$ cat config.mk
export PLATFORM = sky130hd
export DESIGN_NAME = cfg_window_bridge
export DESIGN_NICKNAME = d
export VERILOG_FILES = /design/src/rtl/cfg_window_pkg.sv /design/src/rtl/cfg_cmd_reg.sv /design/src/rtl/cfg_local_file.sv /design/src/rtl/cfg_misc_regs.sv /design/src/rtl/cfg_timeout.sv /design/src/rtl/cfg_window_bridge.sv
export SDC_FILE = /design/constraint.sdc
export NUM_CORES = 1
export LEC_CHECK = 0
export BUFFER_PORTS_ARGS = -buffer_cell sky130_fd_sc_hd__buf_2
export CORE_UTILIZATION = 35
export DETAILED_ROUTE_END_ITERATION = 12
export HOLD_SLACK_MARGIN = 0.08
export PLACE_DENSITY = 0.5
export SYNTH_ARGS = -nofsm -noshare
export SYNTH_HDL_FRONTEND = slang
export SYNTH_SLANG_ARGS = --single-unit
$ cat constraint.sdc
create_clock -name clk_i -period 2.86 [get_ports clk_i]
set_clock_uncertainty 0.1 [all_clocks]
set_input_delay 0.572 -clock clk_i [delete_from_list [all_inputs] [get_ports clk_i]]
set_output_delay 0.572 -clock clk_i [all_outputs]
set_load 0.02 [all_outputs]
$ cat src/rtl/cfg_window_pkg.sv
package cfg_window_pkg;

  localparam int CMD_WORD  = 10;  // byte offset 0x28
  localparam int DATA_WORD = 11;  // byte offset 0x2C
  localparam int NMISC     = 4;

  typedef enum logic [1:0] {ST_IDLE, ST_EXT, ST_DONE} st_e;

  typedef struct packed {
    logic       en;
    logic [7:0] bus;
    logic [4:0] dev;
    logic [2:0] fn;
    logic [5:0] regn;
  } cfg_addr_t;

  // word index of storage register i: 0x00, 0x04, 0x08, 0x10
  function automatic int misc_word(int i);
    return (i == 3) ? 4 : i;
  endfunction

  function automatic logic [3:0] lane_be(logic [1:0] sz, logic [1:0] ln);
    case (sz)
      2'd0:    return 4'b0001 << ln;
      2'd1:    return 4'b0011 << ln;
      default: return 4'b1111;
    endcase
  endfunction

  function automatic logic [31:0] lane_place(logic [31:0] v, logic [1:0] sz, logic [1:0] ln);
    return sz[1] ? v : (v << {ln, 3'b000});
  endfunction

  function automatic logic [31:0] lane_extract(logic [31:0] dw, logic [1:0] sz, logic [1:0] ln);
    logic [31:0] sh;
    sh = dw >> {ln, 3'b000};
    case (sz)
      2'd0:    return {24'h0, sh[7:0]};
      2'd1:    return {16'h0, sh[15:0]};
      default: return dw;
    endcase
  endfunction

endpackage

$ cat src/rtl/cfg_cmd_reg.sv
module cfg_cmd_reg
  import cfg_window_pkg::*;
(
  input  logic        clk_i,
  input  logic        rst_ni,
  input  logic        we_i,
  input  logic [31:0] wdata_i,
  output logic [31:0] word_o,
  output cfg_addr_t   dec_o
);
  logic [31:0] word_q;

  always_ff @(posedge clk_i or negedge rst_ni) begin
    if (!rst_ni)   word_q <= '0;
    else if (we_i) word_q <= wdata_i;
  end

  assign word_o     = word_q;
  assign dec_o.en   = word_q[31];
  assign dec_o.bus  = word_q[23:16];
  assign dec_o.dev  = word_q[15:11];
  assign dec_o.fn   = word_q[10:8];
  assign dec_o.regn = word_q[7:2];
endmodule

$ cat src/rtl/cfg_local_file.sv
module cfg_local_file #(
  parameter int LOCAL_WORDS = 16
) (
  input  logic        clk_i,
  input  logic        rst_ni,
  input  logic        we_i,
  input  logic [5:0]  regn_i,
  input  logic [3:0]  be_i,
  input  logic [31:0] wdata_i,
  output logic [31:0] rdata_o
);
  localparam int IDX_W = (LOCAL_WORDS > 1) ? $clog2(LOCAL_WORDS) : 1;

  logic [31:0]      mem_q [LOCAL_WORDS];
  logic             hit;
  logic [IDX_W-1:0] idx;

  assign hit = int'(regn_i) < LOCAL_WORDS;
  assign idx = IDX_W'(regn_i);

  always_ff @(posedge clk_i or negedge rst_ni) begin
    if (!rst_ni) begin
      for (int i = 0; i < LOCAL_WORDS; i++) mem_q[i] <= '0;
    end else if (we_i && hit) begin
      for (int b = 0; b < 4; b++)
        if (be_i[b]) mem_q[idx][8*b +: 8] <= wdata_i[8*b +: 8];
    end
  end

  assign rdata_o = hit ? mem_q[idx] : '0;
endmodule

$ cat src/rtl/cfg_misc_regs.sv
module cfg_misc_regs
  import cfg_window_pkg::*;
#(
  parameter int WIDX_W = 4
) (
  input  logic              clk_i,
  input  logic              rst_ni,
  input  logic              we_i,
  input  logic [WIDX_W-1:0] widx_i,
  input  logic [31:0]       wdata_i,
  output logic [31:0]       rdata_o
);
  logic [31:0] regs_q [NMISC];

  for (genvar g = 0; g < NMISC; g++) begin : g_reg
    always_ff @(posedge clk_i or negedge rst_ni) begin
      if (!rst_ni) regs_q[g] <= '0;
      else if (we_i && widx_i == WIDX_W'(misc_word(g))) regs_q[g] <= wdata_i;
    end
  end

  always_comb begin
    rdata_o = '0;
    for (int i = 0; i < NMISC; i++)
      if (widx_i == WIDX_W'(misc_word(i))) rdata_o = regs_q[i];
  end
endmodule

$ cat src/rtl/cfg_timeout.sv
module cfg_timeout #(
  parameter int TIMEOUT = 16
) (
  input  logic clk_i,
  input  logic rst_ni,
  input  logic run_i,
  output logic expired_o
);
  localparam int CNT_W = $clog2(TIMEOUT + 1);

  logic [CNT_W-1:0] cnt_q;

  always_ff @(posedge clk_i or negedge rst_ni) begin
    if (!rst_ni)       cnt_q <= '0;
    else if (!run_i)   cnt_q <= '0;
    else if (!expired_o) cnt_q <= cnt_q + 1'b1;
  end

  assign expired_o = run_i && (cnt_q == CNT_W'(TIMEOUT - 1));
endmodule

$ cat src/rtl/cfg_window_bridge.sv
module cfg_window_bridge
  import cfg_window_pkg::*;
#(
  parameter int ADDR_W      = 6,
  parameter int LOCAL_WORDS = 16,
  parameter int TIMEOUT     = 16
) (
  input  logic              clk_i,
  input  logic              rst_ni,
  input  logic              req_i,
  input  logic              we_i,
  input  logic [ADDR_W-1:0] addr_i,
  input  logic [1:0]        size_i,
  input  logic [31:0]       wdata_i,
  output logic              ack_o,
  output logic [31:0]       rdata_o,
  output logic              cfg_req_o,
  output logic              cfg_we_o,
  output logic [7:0]        cfg_bus_o,
  output logic [4:0]        cfg_dev_o,
  output logic [2:0]        cfg_fn_o,
  output logic [5:0]        cfg_reg_o,
  output logic [3:0]        cfg_be_o,
  output logic [31:0]       cfg_wdata_o,
  input  logic              cfg_ack_i,
  input  logic [31:0]       cfg_rdata_i
);
  localparam int WIDX_W = ADDR_W - 2;

  st_e               st_q;
  cfg_addr_t         cmd;
  logic [31:0]       cmd_word, loc_rd, misc_rd, imm_rd, wplace;
  logic [WIDX_W-1:0] widx;
  logic [1:0]        lane, size_q, lane_q;
  logic [3:0]        be_w;
  logic              accept, hit_data, hit_cmd, is_local, go_ext;
  logic              loc_we, cmd_we, misc_we, expired;

  assign accept   = req_i && (st_q == ST_IDLE);
  assign widx     = addr_i[ADDR_W-1:2];
  assign lane     = addr_i[1:0];
  assign hit_data = (widx == WIDX_W'(DATA_WORD));
  assign hit_cmd  = (widx == WIDX_W'(CMD_WORD));
  assign is_local = (cmd.bus == '0) && (cmd.dev == '0);
  assign be_w     = lane_be(size_i, lane);
  assign wplace   = lane_place(wdata_i, size_i, lane);
  assign go_ext   = accept && hit_data && cmd.en && !is_local;
  assign loc_we   = accept && hit_data && cmd.en && is_local && we_i;
  assign cmd_we   = accept && hit_cmd && we_i;
  assign misc_we  = accept && we_i && !hit_data && !hit_cmd;

  cfg_cmd_reg u_cmd (
    .clk_i, .rst_ni, .we_i(cmd_we), .wdata_i, .word_o(cmd_word), .dec_o(cmd)
  );

  cfg_local_file #(.LOCAL_WORDS(LOCAL_WORDS)) u_local (
    .clk_i, .rst_ni, .we_i(loc_we), .regn_i(cmd.regn), .be_i(be_w),
    .wdata_i(wplace), .rdata_o(loc_rd)
  );

  cfg_misc_regs #(.WIDX_W(WIDX_W)) u_misc (
    .clk_i, .rst_ni, .we_i(misc_we), .widx_i(widx), .wdata_i, .rdata_o(misc_rd)
  );

  cfg_timeout #(.TIMEOUT(TIMEOUT)) u_to (
    .clk_i, .rst_ni, .run_i(st_q == ST_EXT), .expired_o(expired)
  );

  // response for accesses completed without the target
  always_comb begin
    if (hit_data)     imm_rd = lane_extract(cmd.en ? loc_rd : '1, size_i, lane);
    else if (hit_cmd) imm_rd = cmd_word;
    else              imm_rd = misc_rd;
  end

  always_ff @(posedge clk_i or negedge rst_ni) begin
    if (!rst_ni) begin
      st_q        <= ST_IDLE;
      ack_o       <= 1'b0;
      rdata_o     <= '0;
      cfg_req_o   <= 1'b0;
      cfg_we_o    <= 1'b0;
      cfg_bus_o   <= '0;
      cfg_dev_o   <= '0;
      cfg_fn_o    <= '0;
      cfg_reg_o   <= '0;
      cfg_be_o    <= '0;
      cfg_wdata_o <= '0;
      size_q      <= '0;
      lane_q      <= '0;
    end else begin
      ack_o <= 1'b0;
      unique case (st_q)
        ST_IDLE: if (accept) begin
          if (go_ext) begin
            st_q        <= ST_EXT;
            cfg_req_o   <= 1'b1;
            cfg_we_o    <= we_i;
            cfg_bus_o   <= cmd.bus;
            cfg_dev_o   <= cmd.dev;
            cfg_fn_o    <= cmd.fn;
            cfg_reg_o   <= cmd.regn;
            cfg_be_o    <= be_w;
            cfg_wdata_o <= wplace;
            size_q      <= size_i;
            lane_q      <= lane;
          end else begin
            st_q    <= ST_DONE;
            ack_o   <= 1'b1;
            rdata_o <= imm_rd;
          end
        end
        ST_EXT: if (cfg_ack_i || expired) begin
          st_q      <= ST_DONE;
          cfg_req_o <= 1'b0;
          ack_o     <= 1'b1;
          rdata_o   <= lane_extract(cfg_ack_i ? cfg_rdata_i : '1, size_q, lane_q);
        end
        default: st_q <= ST_IDLE;
      endcase
    end
  end
endmodule

==> flow_metrics.py, run 1 <==
metrics = {
    "outcome": {
        "status": "complete, no violations",
    },
    "sta": {
        "fin_crit_ns": 2.80,
        "setup_ws_ns": 0.0563,
        "worst_pin_slew_ns": 0.937,
        "drv_slew": 0,
        "max_freq_mhz": 357,
        "rsz0062_at_grt": "yes",
        "max_slew_margin_pct": 37.1,
        "timing.final.crit_share_pct": 98.0,
        "hold_viol": 0,
        "setup_viol": 0,
    },
    "worst_setup_path": {
        "setup.worst_path.class": "input pin to register",
        "critical_path_required_ns": 3.36,
        "cp.arrival_ns": 3.30,
        "worstSetupEndpointType": "register",
        "critPathLaunchType": "input pin",
        "critPathMaxFanout": 20,
    },
    "pwr": {
        "leakagePower_nw": 20.2,
        "power.density_nw_per_um2": 635,
        "finalPower_mw": 28.3,
        "ir_worst_vdd_v": 0.000426,
    },
    "layout": {
        "layout_common_cells": "772 x dfrtp_1, 552 x nand2_1, 495 x o21ai_0, 286 x buf_4, 246 x mux2_2",
        "antenna_cells": 0,
        "fin_cells": 5048,
        "syn_to_final_growth_pct": 21.2,
        "final_nets": 3672,
        "final_common_cell": "dfrtp_1",
        "fill_cells": 9901,
        "drive_above_1_share_pct": 31.0,
        "finalInstanceArea_sq_um": 44500,
    },
    "detailed_routing": {
        "dr.pass1.iters": 8,
        "route.detailed.drc": 0,
        "viasPerCell": 5.45,
        "initialDrtViolationCount": 2433,
        "ant_nets": 0,
        "wl_per_cell_microns": 25.6,
        "wirelength_mm": 129,
        "vias": 27500,
    },
    "clock_network": {
        "clock-root-buffer": "clkbuf_16",
        "cts_sinks": 776,
        "cts_tree": "done",
        "clock_path_buffers": 3,
        "htree_levels": 3,
        "clk_latency_ns": 0.68,
        "clkSlewWorstSetupHoldPaths_ns": 0.06,
        "cts_buffers": 89,
    },
    "job": {
        "drv_cap": 0,
    },
    "logic_synthesis": {
        "syn_area_per_cell_sq_um": 11.3,
        "synth_cells": 3250,
        "synth.net_count": 3329,
        "synth_seq_cells": 776,
        "async_reset_ff_share_pct": 100,
        "syn_area_sq_um": 36700,
        "yosys.area_share.xor_xnor_pct": 0.0715,
        "synth_enable_flop_cells": 0,
        "yosys-top-cells-area": "dfrtp_1 53%, mux2_2 7.5%, mux4_2 6.9%, o21ai_0 6.8%, nand2_1 5.7%",
        "synth_compound_area_share_pct": 13.1,
        "yosysWarningCount": 0,
        "synth_top_flop_cell": "dfrtp_1",
        "synth.top_cell.area_share_pct": 52.9,
        "seq_area_frac_synth_pct": 52.9,
        "synth_top_family_by_area": "multiplexers",
        "synth_cell_type_count": 75,
        "synthMuxAreaShare_pct": 19.9,
        "synth-simple-area-share_pct": 10.5,
        "synth.largest_area_cell": "dfrtp_1",
        "synthAdderAreaFrac_pct": 0.0681,
    },
    "floorplanning": {
        "core-area_sq_um": 104000,
        "die-area_sq_um": 106000,
        "die_y_microns": 326,
        "fp.dieW_microns": 326,
        "ios": 170,
        "rows": 118,
        "initial_core_util_pct": 35.4,
    },
    "global_route": {
        "grt_usage_pct": 24.3,
        "grt_first_pass_wirelength_mm": 191,
        "grt_max_degree": 91,
        "antenna_found_initial": 2,
        "grt-ovfl-total": 0,
        "grt_pass1_vias": 27400,
    },
    "placed_design": {
        "postPlaceCellArea_sq_um": 41100,
        "dp_hpwl_mm": 92.0,
        "gp_congestion": 0.909,
        "pre_cts_ws_ns": -0.479,
        "io_buffer_count": 169,
        "dp.cells": 4874,
    },
    "min_path": {
        "hold_path.class": "input pin to register",
    },
}
synth_stat cells, types with 32 or more instances:
cell type	count
nor2_1	85
a22oi_1	32
o22ai_1	38
nand3_1	73
mux2_2	246
buf_2	59
nor3_1	33
mux2i_1	80
clkbuf_1	142
dfrtp_1	776
mux2_4	80
o21ai_0	496
a21oi_1	69
nand2_1	554
mux4_2	113
state kept, by name, indices dropped and copies added (netlist names), 2 cells and up:
name / flops
cfg_wdata_o: 32
cfg_dev_o: 5
st_q: 2
rdata_o: 32
lane_q: 2
cfg_reg_o: 6
cfg_bus_o: 8
u_cmd.word_o: 32
u_misc.regs_q: 128
u_to.cnt_q: 5
cfg_be_o: 4
u_local.mem_q: 512
size_q: 2
cfg_fn_o: 3
report_power, final:
group / switching [mW] / total, mW / internal (mW)
clock: 4.92 / 12.4 / 7.48
sequential: 0.381 / 11.9 / 11.5
combinational: 2.47 / 4.00 / 1.53
total: 7.77 / 28.3 / 20.5
worst max-delay path, cell delays in order:
cell,delay [ns]
buf_2,0.10
buf_4,0.31
or4b_2,0.63
nand2_1,0.25
a221oi_1,0.08
nor3_1,0.73
o221ai_1,0.39
a21oi_1,0.22
through the flow:
stage / TNS, ns / hold WS [ns] / utilization, %
after floorplan: 0 / 0.176 / -
after global placement: -2.38 / 0.356 / 39.6
after detailed placement: -2.11 / 0.362 / 39.6
after CTS: 0 / 0.0830 / 42.8
after global routing: -0.0301 / 0.0995 / 42.9
final: 0 / 0.111 / 42.9
area by class of cell:
cell class / count / area [sq um] / share of cell area (%)
Clock buffer: 126 / 2610 / 5.86
Clock inverter: 40 / 602 / 1.35
Inverter: 24 / 90.1 / 0.202
Multi-Input combinational cell: 2200 / 16100 / 36.2
Sequential cell: 776 / 19400 / 43.7
Tap cell: 1380 / 1730 / 3.88
Timing Repair Buffer: 502 / 3940 / 8.84
path summary, 6_finish.rpt:
path / start / endpoint / slack, ns / cells past startpoint
setup reg to reg: u_cmd.word_o[3] / rdata_o[31] / 0.09 / 8
setup / recovery: addr_i[4] / rdata_o[8] / 0.06 / 8
hold reg to reg: cfg_req_o / cfg_req_o / 0.37 / 2
min in group asynchronous: rst_ni / u_local.mem_q[243] / 0.43 / 2
hold / removal: wdata_i[6] / cfg_wdata_o[6] / 0.11 / 3
max in group asynchronous: rst_ni / u_misc.regs_q[126] / 1.26 / 3
per-layer routing:
metal	part of all wire, %	track usage (%)	up-vias	wire [microns]
met5	0.0093	0	-	12
met1	45	33.8	14100	57800
met3	5.3	3.30	173	6890
met4	3.2	8.24	2	4150
met2	47	38.9	780	60600
li1	-	-	12400	-
repair_timing:
action / 4_1_cts / 5_1_grt
setup buffers: 4 / 1
endpoints found under the hold margin: 23 / 0
pin swaps: 0 / 1
endpoints found under the setup margin: 9 / 217
cloned: 0 / 2
gates resized for setup: 4 / 13
hold buffers: 1 / 0
kinds of logic after synthesis:
group,after synthesis
muxes,519
AOI/OAI and AO/OA,817
xor gates and xnor gates,3
and+or+nand+nor,859
DFF,776
buffers and inverters,274
adders and majority gates,2
No activity file was read; power rests on OpenSTA's default activity.
==> inputs of run 2 (changes only) <==
Settings changed: CORE_MARGIN set to 2, SYNTH_HIERARCHICAL set to 1.
==> run 2 against run 1 <==
Net effect:
- the run now ends with negative setup slack left
- sequential cell count unchanged
- sequential share of layout area down 2.2 points
- hold slack better by 0.068 ns
- sequential power about the same
- first-iteration DRC count fell by 30%
- area after synthesis increased by 3.5%
- critical path type is now register to register
- largest power group is now sequential cells
==> flow_metrics.py, run 2 <==
metrics = {
    "global_route": {
        "grt_max_degree": 110,
        "grt_first_pass_wirelength_mm": 182,
        "grt_usage_pct": 21.8,
        "grt-ovfl-total": 0,
        "antenna_found_initial": 8,
        "grt_pass1_vias": 27200,
    },
    "logic_synthesis": {
        "synth_cell_type_count": 73,
        "synth_top_flop_cell": "dfrtp_1",
        "synth_most_common_cell": "dfrtp_1",
        "yosysWarningCount": 6,
        "syn_area_per_cell_sq_um": 13.4,
        "synth.top_cell.area_share_pct": 51.1,
        "synth.net_count": 2913,
        "synth_cells": 2834,
        "syn_area_sq_um": 38000,
        "synth_seq_cells": 776,
        "seq_area_frac_synth_pct": 51.1,
        "async_reset_ff_share_pct": 100,
        "synth_enable_flop_cells": 0,
        "yosys-top-cells-area": "dfrtp_1 51%, mux2_2 21%, mux4_2 3.8%, mux2_1 2.4%, o21ai_0 1.8%",
        "ys_top_cells_by_count": "776 x dfrtp_1, 714 x mux2_2, 140 x o21ai_0",
        "synth.largest_area_cell": "dfrtp_1",
    },
    "detailed_routing": {
        "vias": 25700,
        "initialDrtViolationCount": 1703,
        "viasPerCell": 5.53,
        "route.detailed.drc": 0,
        "ant_nets": 0,
        "wirelength_mm": 122,
        "dr.pass1.iters": 7,
        "wl_per_cell_microns": 26.3,
    },
    "placed_design": {
        "io_buffer_count": 169,
        "dp.cells": 4465,
        "gp_congestion": 0.913,
        "dp_hpwl_mm": 87.7,
    },
    "worst_setup_path": {
        "critical_path_required_ns": 3.30,
        "ff2ff_setup_slack_ns": -0.02,
        "worstSetupEndpointType": "register",
        "reg2reg_to": "rdata_o[0]",
        "r2r-start": "u_cmd/word_o[2]",
        "critPathLaunchType": "register",
        "critPathMaxFanout": 8,
        "cp.arrival_ns": 3.32,
        "ff2ff_path_depth": 11,
        "setup.worst_path.class": "register to register",
    },
    "sta": {
        "timing.final.crit_share_pct": 101,
        "setup_ws_ns": -0.0163,
        "fin_tns_setup_ns": -0.0222,
        "drv_slew": 0,
        "max_slew_margin_pct": 32.7,
        "max_freq_mhz": 348,
        "hold_viol": 0,
        "holdWs_ns": 0.179,
        "rsz0062_at_grt": "yes",
        "setup_viol": 2,
        "fin_crit_ns": 2.88,
        "worst_pin_slew_ns": 1.00,
    },
    "pwr": {
        "leakagePower_nw": 22.7,
        "ir_worst_vdd_v": 0.000429,
        "finalPower_mw": 28.5,
        "power.density_nw_per_um2": 607,
    },
    "clock_network": {
        "cts_sinks": 776,
        "clkSlewWorstSetupHoldPaths_ns": 0.06,
        "clk_latency_ns": 0.66,
        "cts_buffers": 88,
        "htree_levels": 3,
        "cts_tree": "done",
        "clock_path_buffers": 3,
        "clock-root-buffer": "clkbuf_16",
    },
    "min_path": {
        "hold_path.class": "input pin to register",
        "min_path_cells": 2,
        "whs_endpoint": "u_misc/regs_q[31]",
        "hp-start": "wdata_i[31]",
    },
    "layout": {
        "drive_above_1_share_pct": 50.4,
        "final_nets": 3265,
        "largest-register": "u_local/mem_q",
        "syn_to_final_growth_pct": 23.3,
        "final_common_cell": "dfrtp_1",
        "fin_util_pct": 43.7,
        "fin_cells": 4659,
        "largest_reg_flops": 512,
        "layout_common_cells": "773 x dfrtp_1, 693 x mux2_2, 215 x buf_4, 168 x buf_2, 111 x o21ai_0",
        "largestRegisters": "u_local/mem_q x512, u_misc/regs_q x128",
    },
    "job": {
        "drv_cap": 0,
    },
    "floorplanning": {
        "rows": 120,
        "die-area_sq_um": 111000,
        "initial_core_util_pct": 35.4,
        "die_y_microns": 334,
        "ios": 170,
        "fp.dieW_microns": 334,
        "core-area_sq_um": 107000,
    },
    "outcome": {
        "status": "complete, but fails checks",
        "violations": "negative setup slack",
    },
}
## run 2: cells by family after synthesis
logic type / synth area share (%)
compound gates: 8.79
xor+xnor: 0.0691
simple gates: 6.08
buf+inv: 3.61
flops: 51.1
mux: 30.3
fa+ha+maj: 0.0658
## run 2: where the power goes
group / switching, mW / total [mW] / internal, mW
combinational: 3.01 / 5.26 / 2.25
clock: 4.61 / 11.4 / 6.74
sequential: 0.359 / 11.8 / 11.5
## run 2: how the worst max path moves through the flow
| stage | startpoint | end | slack, ns | cells after the start |
|---|---|---|---|---|
| 4_1_cts | u_cmd/word_o[2] | rdata_o[13] | -0.07 | 10 |
| 5_1_grt | u_cmd/word_o[18] | u_local/mem_q[198] | -0.09 | 9 |
| 3_5_place_dp | u_cmd/word_o[22] | u_local/mem_q[48] | -0.57 | 8 |
| 6_report | u_cmd/word_o[2] | rdata_o[0] | -0.02 | 11 |
| 2_1_floorplan | req_i | u_local/mem_q[482] | 0.1 | 7 |
| 3_3_place_gp | u_cmd/word_o[23] | u_local/mem_q[53] | -0.64 | 8 |
## run 2: worst max-delay path, stage by stage (launching register included)
cell,delay [ns]
dfrtp_4,0.42
buf_12,0.18
buf_12,0.16
buf_4,0.12
mux4_2,0.49
a22oi_2,0.31
o31ai_4,0.19
buf_4,0.18
o221a_2,0.28
o21ai_1,0.08
o2bb2ai_1,0.13
a21oi_1,0.09
## run 2: cell type report
| class | instances | area, sq um |
|---|---|---|
| multi-input cells | 1805 | 18200 |
| diodes | 4 | 10.0 |
| well taps | 1403 | 1760 |
| clock buffers | 133 | 2660 |
| flip-flops and latches | 776 | 19400 |
| clock inverters | 23 | 243 |
| fillers | 9747 | 60500 |
| repair buffers | 498 | 4550 |
| inverters | 17 | 63.8 |
## run 2: stage by stage
step | setup WS (ns) | area, sq um
2_1_floorplan | 0.0977 | 38000
3_3_place_gp | -0.642 | 42600
3_5_place_dp | -0.571 | 42600
4_1_cts | -0.0683 | 46000
5_1_grt | -0.0898 | 46900
6_report | -0.0163 | 46900
## run 2: what timing repair did
action | in CTS | in global routing
cloned | 1 | 2
pin swaps | 13 | 37
resized for setup | 71 | 143
hold buffers | 2 | 0
setup endpoints to repair | 539 | 537
setup buffers | 18 | 19
hold endpoints to repair | 152 | 0
## run 2: per-layer routing
layer	GRT usage [%]	part of all wire, %	up-vias
li1	-	-	11300
met1	29.7	45	13600
met2	34.9	47	688
met3	4.17	5.1	190
met4	6.79	2.9	0
met5	0	0	-
